**config.mk**
```make
export PLATFORM = sky130hd
export DESIGN_NAME = scan_tracker
export DESIGN_NICKNAME = d
export VERILOG_FILES = /design/src/rtl/scan_pkg.sv /design/src/rtl/scan_line_ctr.sv /design/src/rtl/scan_frame_ctr.sv /design/src/rtl/scan_pos_map.sv /design/src/rtl/scan_tracker.sv
export SDC_FILE = /design/constraint.sdc
export NUM_CORES = 1
export LEC_CHECK = 0
export ABC_CLOCK_PERIOD_IN_PS = 6200
export BUFFER_PORTS_ARGS = -buffer_cell sky130_fd_sc_hd__buf_2
export CORE_AREA = 2 2 146 148
export CTS_BUF_LIST = sky130_fd_sc_hd__clkbuf_16
export DETAILED_ROUTE_END_ITERATION = 10
export DIE_AREA = 0 0 148 150
export GPL_ROUTABILITY_DRIVEN = 0
export HOLD_SLACK_MARGIN = 0.1
export PLACE_DENSITY = 0.45
export SYNTH_ARGS = -nofsm -noshare
export SYNTH_HDL_FRONTEND = slang
export SYNTH_SLANG_ARGS = --single-unit
```
**constraint.sdc**
```tcl
create_clock -name clk -period 6.2 [get_ports clk]
set_input_delay 0.62 -clock clk [delete_from_list [all_inputs] [get_ports clk]]
set_output_delay 0.62 -clock clk [all_outputs]
set_load 0.05 [all_outputs]
```
**src/rtl/scan_pkg.sv**
```systemverilog
package scan_pkg;
    localparam int EN_FRAME_BIT = 0;
    localparam int EN_LINE_BIT  = 1;

    typedef enum logic [1:0] {
        RGN_LEAD   = 2'd0,
        RGN_ACTIVE = 2'd1,
        RGN_TAIL   = 2'd2
    } region_e;
endpackage

```
**src/rtl/scan_line_ctr.sv**
```systemverilog
module scan_line_ctr #(
    parameter int LINE_W = 12
) (
    input  logic              clk,
    input  logic              rst_n,
    input  logic              line_stb,
    input  logic              line_en,
    input  logic [LINE_W-1:0] total_lines,
    output logic [LINE_W-1:0] line_q_o,
    output logic              wrap_o
);
    typedef struct packed {
        logic [LINE_W-1:0] line;
    } line_state_t;

    line_state_t st_d, st_q;
    logic        adv;

    always_comb begin
        st_d   = st_q;
        adv    = line_stb && line_en;
        wrap_o = adv && (st_q.line >= total_lines);
        if (adv) begin
            if (wrap_o) st_d.line = LINE_W'(1);
            else        st_d.line = st_q.line + LINE_W'(1);
        end
    end

    always_ff @(posedge clk) begin
        if (!rst_n) st_q.line <= LINE_W'(1);
        else        st_q <= st_d;
    end

    assign line_q_o = st_q.line;

    // a wrap lands on line 1
    p_wrap_to_one_r2: assert property (@(posedge clk) disable iff (!rst_n)
        (line_stb && line_en && (line_q_o >= total_lines)) |=> (line_q_o == LINE_W'(1)));
    // an ordinary advance moves by one
    p_step_r2: assert property (@(posedge clk) disable iff (!rst_n)
        (line_stb && line_en && (line_q_o < total_lines)) |=> (line_q_o == $past(line_q_o) + LINE_W'(1)));
    // no enabled strobe, no movement
    p_hold_r3: assert property (@(posedge clk) disable iff (!rst_n)
        !(line_stb && line_en) |=> $stable(line_q_o));
endmodule

```
**src/rtl/scan_frame_ctr.sv**
```systemverilog
module scan_frame_ctr #(
    parameter int FRAME_W = 32
) (
    input  logic               clk,
    input  logic               rst_n,
    input  logic               wrap,
    input  logic               frame_en,
    output logic [FRAME_W-1:0] frame_q_o
);
    typedef struct packed {
        logic [FRAME_W-1:0] frame;
    } frame_state_t;

    frame_state_t st_d, st_q;

    always_comb begin
        st_d = st_q;
        if (wrap && frame_en) st_d.frame = st_q.frame + FRAME_W'(1);
    end

    always_ff @(posedge clk) begin
        if (!rst_n) st_q.frame <= '0;
        else        st_q <= st_d;
    end

    assign frame_q_o = st_q.frame;

    // step by one on an enabled wrap, wrapping modulo 2^FRAME_W
    p_frame_step_r4: assert property (@(posedge clk) disable iff (!rst_n)
        (wrap && frame_en) |=> (frame_q_o == $past(frame_q_o) + FRAME_W'(1)));
    // otherwise hold
    p_frame_hold_r4: assert property (@(posedge clk) disable iff (!rst_n)
        !(wrap && frame_en) |=> $stable(frame_q_o));
endmodule

```
**src/rtl/scan_pos_map.sv**
```systemverilog
module scan_pos_map
    import scan_pkg::*;
#(
    parameter int LINE_W = 12,
    parameter int POS_W  = 16
) (
    input  logic              clk,
    input  logic              rst_n,
    input  logic [LINE_W-1:0] line,
    input  logic [LINE_W-1:0] sync_lines,
    input  logic [LINE_W-1:0] bporch_lines,
    input  logic [LINE_W-1:0] active_lines,
    input  logic [LINE_W-1:0] total_lines,
    output logic signed [POS_W-1:0] vpos,
    output region_e           region,
    output logic              vsync
);
    localparam int CW = LINE_W + 3;

    logic signed [CW-1:0] s_line, s_start, s_end, s_total, s_sync, diff;

    always_comb begin
        s_line  = signed'({3'b000, line});
        s_sync  = signed'({3'b000, sync_lines});
        s_total = signed'({3'b000, total_lines});
        s_start = s_sync + signed'({3'b000, bporch_lines}) + CW'(1);
        s_end   = s_start + signed'({3'b000, active_lines});
        if (s_line < s_start) begin
            region = RGN_LEAD;
            diff   = s_line - s_start;
        end else if (s_line > s_end) begin
            region = RGN_TAIL;
            diff   = s_line - s_total - s_start;
        end else begin
            region = RGN_ACTIVE;
            diff   = s_line - s_start;
        end
        vpos  = POS_W'(diff);
        vsync = (s_line >= CW'(1)) && (s_line <= s_sync);
    end

    // a sync line always lies in blanking
    p_sync_is_blank_r8: assert property (@(posedge clk) disable iff (!rst_n)
        vsync |-> (region != RGN_ACTIVE));
    // active lines never give a negative position
    p_active_nonneg_r7: assert property (@(posedge clk) disable iff (!rst_n)
        (region == RGN_ACTIVE) |-> !vpos[POS_W-1]);
endmodule

```
**src/rtl/scan_tracker.sv**
```systemverilog
module scan_tracker
    import scan_pkg::*;
#(
    parameter int LINE_W  = 12,
    parameter int FRAME_W = 32,
    parameter int POS_W   = 16
) (
    input  logic               clk,
    input  logic               rst_n,
    input  logic               line_stb,
    input  logic [1:0]         cnt_en,
    input  logic [LINE_W-1:0]  sync_lines,
    input  logic [LINE_W-1:0]  bporch_lines,
    input  logic [LINE_W-1:0]  active_lines,
    input  logic [LINE_W-1:0]  total_lines,
    output logic [LINE_W-1:0]  line_cnt,
    output logic [FRAME_W-1:0] frame_cnt,
    output logic [POS_W-1:0]   vpos,
    output logic               in_vblank,
    output logic               vsync,
    output logic [POS_W-1:0]   hpos
);
    logic    wrap;
    region_e region;
    logic signed [POS_W-1:0] vpos_s;

    scan_line_ctr #(.LINE_W(LINE_W)) u_line (
        .clk(clk), .rst_n(rst_n), .line_stb(line_stb),
        .line_en(cnt_en[EN_LINE_BIT]), .total_lines(total_lines),
        .line_q_o(line_cnt), .wrap_o(wrap)
    );

    scan_frame_ctr #(.FRAME_W(FRAME_W)) u_frame (
        .clk(clk), .rst_n(rst_n), .wrap(wrap),
        .frame_en(cnt_en[EN_FRAME_BIT]), .frame_q_o(frame_cnt)
    );

    scan_pos_map #(.LINE_W(LINE_W), .POS_W(POS_W)) u_map (
        .clk(clk), .rst_n(rst_n), .line(line_cnt),
        .sync_lines(sync_lines), .bporch_lines(bporch_lines),
        .active_lines(active_lines), .total_lines(total_lines),
        .vpos(vpos_s), .region(region), .vsync(vsync)
    );

    assign vpos      = vpos_s;
    assign in_vblank = (region != RGN_ACTIVE);
    assign hpos      = '0;

    // the frame count only moves while the line counter is enabled
    p_frame_needs_line_r4: assert property (@(posedge clk) disable iff (!rst_n)
        !cnt_en[EN_LINE_BIT] |=> $stable(frame_cnt));
endmodule

```
# == Word level (Yosys, flattened, before mapping) ==
# Cells that the tools add are included.
# classes
add_sub_neg,8
magnitude_cmp,5
n_eq_ne,1
muxes,5
n_reduce_logical,4
# ops
operator,count
$add 32x1->32 const B,1
$mux 15,2
$add 15x13->15,1
$add 15x2->15 const B,1
$gt 13x15->1,1
$lt 13x15->1,1
$sub 13x15->15,1
$sub 15x15->15,1
$add 12x12->13,1
$sub 12x12->13,1
$add 12x1->12 const B,1
$ge 12x1->1 const B,1
$ge 12x12->1,1
$le 12x12->1,1
$mux 12,1
$logic_and 1x1->1,4
$mux 2,2
$ne 2x1->1 const B,1
# word_totals
reg_bits,44
input_bits,53
output_inout_bits,78
wordCells,25

# == Logic depth before layout (Yosys ltp) ==
# logic_depth
depth_word,7
mapped_depth,25
mapped_depth_nobuf,25

# == Hierarchy ==
# A second synthesis with hierarchy kept.
# unflattened
cells_unflattened,777
area_unflattened_um2,6157.2
# by_module_without_submodules
mod,instances,cells_each,area_each_um2,seq_area_each_um2
scan_pos_map,1,470,3549.7,0.0
scan_frame_ctr,1,178,1562.7,640.6
scan_line_ctr,1,111,914.6,240.2
scan_tracker,1,18,130.1,0.0

# == Worst setup path after synthesis ==
# Ideal clock, no wire load.
# synth_path
path_kind,input -> output
from,input sync_lines[0]
to,output vpos[15]
arrival_ps,5844
required_time_ps,5580
path_slack_ps,-264
path_stages,24
path_buffers,1
cell_sequence,ha_1 -> inv_1 -> fa_1 -> nor2b_1 -> o31ai_1 -> xnor2_1 -> and4_1 -> nand2_1 -> xor2_1 -> ha_1 -> or3_1 -> o21ai_0 -> a21oi_1 -> a21o_1 -> a21o_1 -> a21oi_1 -> xor2_1 -> ha_1 -> nand4_1 -> o32a_1 -> o41ai_1 -> nor4b_4 -> mux2i_1 -> buf_4
# synth_between
elab_chain_len,6
word_cells_on_any_way,9
cone_classes,add/sub: 5; order compare: 2; mux: 2
# synth_lines
item,line_no,text
from (decl),scan_tracker.sv:12,"input logic [LINE_W-1:0] sync_lines,"
$add 12x12->13 (*),scan_pos_map.sv:26,"s_start = s_sync + signed'({3'b000, bporch_lines}) + CW'(1);"
$add 15x2->15 (*),scan_pos_map.sv:26,
$add 15x13->15,scan_pos_map.sv:27,"s_end = s_start + signed'({3'b000, active_lines});"
$gt 13x15->1,scan_pos_map.sv:31,end else if (s_line > s_end) begin
$mux 15,scan_pos_map.sv:31,
$mux 15 (*),scan_pos_map.sv:28,if (s_line < s_start) begin
to (decl),scan_tracker.sv:18,"output logic [POS_W-1:0] vpos,"
# Mark *: on every way between the ends. The rest lies on a longest branch, timed or not.

# == Final worst setup path ==
# layout_path
from,input sync_lines[0]
to,output vpos[10]
# Same word-level chain as after synthesis.

==> flow_metrics.tcl <==
set metrics [dict create \
    outcome "finished, final reports clean" \
    fin_nets 1083 \
    area_delta_synth_final_pct 25.1 \
    syn-instance-count 779 \
    seqCellArea_sq_um 881 \
    initial_utilization_pct 29.3 \
    synthFlopType "dfxtp_1" \
    wl_microns 17800 \
    cts_tree "yes" \
    fin_area_sq_um 7580 \
    setup_viol 0 \
    ys_seq_area_share_pct 14.5 \
    min_path_type "flip-flop to flip-flop" \
    hold_path.startpoint "u_frame.frame_q_o[1]" \
    hold_viol 0 \
    first_iter_violations 183 \
    postPlaceCellArea_sq_um 7180 \
    synth_edf_count 0 \
    dp_cells 1194 \
    num_antenna_cells 0 \
    firstDrtPassIters 4 \
    crit_fanout 5 \
    std_cell_rows 53 \
    ant_nets 0 \
    cp_data_required_time_ns 5.58 \
    tightest_slew_ns 0.865 \
    leakage_uw 0.00385 \
    r2r_end "u_frame.frame_q_o[25]" \
    cts_buffers 5 \
    cp_data_arrival_time_ns 5.33 \
    async_reset_ff_share_pct 0 \
    clk_latency_ns 0.28 \
    layout_common_cells "105 x buf_2, 92 x ha_1, 68 x inv_1" \
    ys_warn_count 0 \
    final_common_cell "buf_2" \
    dieArea_sq_um 22200 \
    period_needed_ns 5.95 \
    min_path_cells 2 \
    holdWs_ns 0.501 \
    multi_input_area_sq_um 4930 \
    clockBufferDepth 2 \
    fp.dieW_microns 148 \
    slew_violations 0 \
    relSlewSlack_pct 42.1 \
    grt_first_pass_wirelength_microns 28400 \
    skew_ns 0.00526 \
    vias 5712 \
    htree_levels 2 \
    end_kind "primary output" \
    drc 0 \
    rsz0062_at_grt "false" \
    grt_overflow 0 \
    grt_pass1_vias 5472 \
    synth_area_sq_um 6060 \
    grt_max_degree 37 \
    path_clk_slew_ns 0.06 \
    rrSetupSlack_ns 2.29 \
    cp-start-kind "input pin" \
    fillers 2246 \
    instances_no_fill 1208 \
    die_y_microns 150 \
    min_to "u_frame.frame_q_o[1]" \
    peakVddDrop_uv 96.0 \
    max_freq_ghz 0.168 \
    coreArea_sq_um 20700 \
    avgSynthCellArea_sq_um 7.78 \
    ys_ff_latch 44 \
    cts_root_buf "clkbuf_16" \
    grtUsageTotal_pct 15.8 \
    clock_sinks 44 \
    io_pins 131 \
    period_share_pct 95.9 \
    drive_gt1_share_pct 22.0 \
    via_per_inst 4.73 \
    grt_antenna_before_repair 0 \
    dpl.hpwl_microns 14700 \
    portBuffers 114 \
    yosysUniqueCellTypes 62 \
    cap_violations 0 \
    routedWlPerCell_microns 14.8 \
    rr_startpoint "u_line.line_q_o[0]" \
    worst-setup-path-type "input pin to primary output" \
    hold_buffers 0 \
    pwr_density_cell_nw_per_um2 209 \
    reg2regPathDepth 13 \
]
[where the power goes]
group | switching, uW | leakage (uW) | internal (uW)
logic | 582 | 0.00342 | 417
registers | 1.30 | 0.000355 | 284
clock network | 110 | 0.0000789 | 187
[registers in the layout, summed over array words and instances, names as in the netlist]
name               cells
u_frame.frame_q_o     32
u_line.line_q_o       12
[per-layer routing]
metal / part of all wire (%) / GRT usage, %
met5: 0 / 0
met4: 0.64 / 2.24
met3: 3.2 / 1.62
met2: 46 / 26.9
met1: 50 / 22.1
[worst max-delay path by stage]
stage,startpoint,end,cells after the start,slack (ns)
finish,sync_lines[0],vpos[10],27,0.25
global route,bporch_lines[0],vpos[7],27,0.007
detailed placement,sync_lines[0],vpos[4],27,-0.07
floorplan,sync_lines[0],vpos[10],24,-0.07
CTS,sync_lines[0],vpos[5],28,0.01
global placement,sync_lines[0],vpos[4],27,0.02
[critical path, stage by stage]
cell	delay (ns)
buf_4	0.10
ha_4	0.12
inv_1	0.05
fa_2	0.38
nor2b_4	0.17
o31ai_4	0.09
xnor2_2	0.18
and4_1	0.25
nand2_2	0.07
xor2_2	0.15
ha_1	0.30
or3_1	0.37
o21ai_2	0.09
inv_1	0.07
o41ai_2	0.05
buf_4	0.18
xor2_1	0.16
ha_1	0.26
a21o_1	0.19
a21oi_1	0.14
nor2b_1	0.07
o41ai_2	0.46
nor4b_4	0.11
buf_4	0.19
buf_16	0.13
mux2i_1	0.14
buf_4	0.22
[cell families after synthesis]
| logic type | synth area share, % |
|---|---|
| muxes | 2.35 |
| xor gates and xnor gates | 13.4 |
| AOI/OAI and AO/OA | 16.3 |
| DFF | 14.5 |
| adders and majority gates | 20.8 |
| and+or+nand+nor | 25.0 |
| buffers and inverters | 7.47 |
| other | 0.0619 |
[synthesized netlist by cell type (12+ instances only)]
cell type	instances	area, sq um
a21o_1	19	143
a21oi_1	38	190
and2_1	30	188
buf_4	17	128
clkbuf_1	13	48.8
dfxtp_1	44	881
ha_1	93	1160
inv_1	68	255
mux2i_1	12	120
nand2_1	42	158
nand2b_1	15	93.8
nand3_1	18	90.1
nand4_1	19	119
nor2_1	60	225
nor2b_1	13	81.3
nor3_1	20	100
nor4_1	15	93.8
o21ai_0	34	170
xnor2_1	35	307
xor2_1	58	508
[layout make-up]
cell class / instances / share of cell area (%)
Clock buffer: 5 / 1.65
Clock inverter: 3 / 0.495
Inverter: 68 / 3.37
Multi-Input combinational cell: 649 / 65.0
Sequential cell: 44 / 11.6
Tap cell: 275 / 4.54
Timing Repair Buffer: 164 / 13.3
[stage by stage]
step / setup TNS (ns) / power [uW] / worst slack (ns) / utilization, %
final: 0 / 1580 / 0.254 / 36.6
after floorplan: -0.714 / 982 / -0.0714 / -
after detailed placement: -0.233 / 1230 / -0.0701 / 34.7
after global placement: 0 / 1240 / 0.0193 / 34.7
after CTS: 0 / 1560 / 0.0104 / 36.0
after global routing: 0 / 1720 / 0.00685 / 36.6
[what timing repair did]
action                                  4_1_cts  5_1_grt
setup buffers                                 2        5
cloned                                        1        0
resized for setup                            17       26
endpoints found under the setup margin       12       17
pin swaps                                     6       18
(Power assumes the default switching activity.)
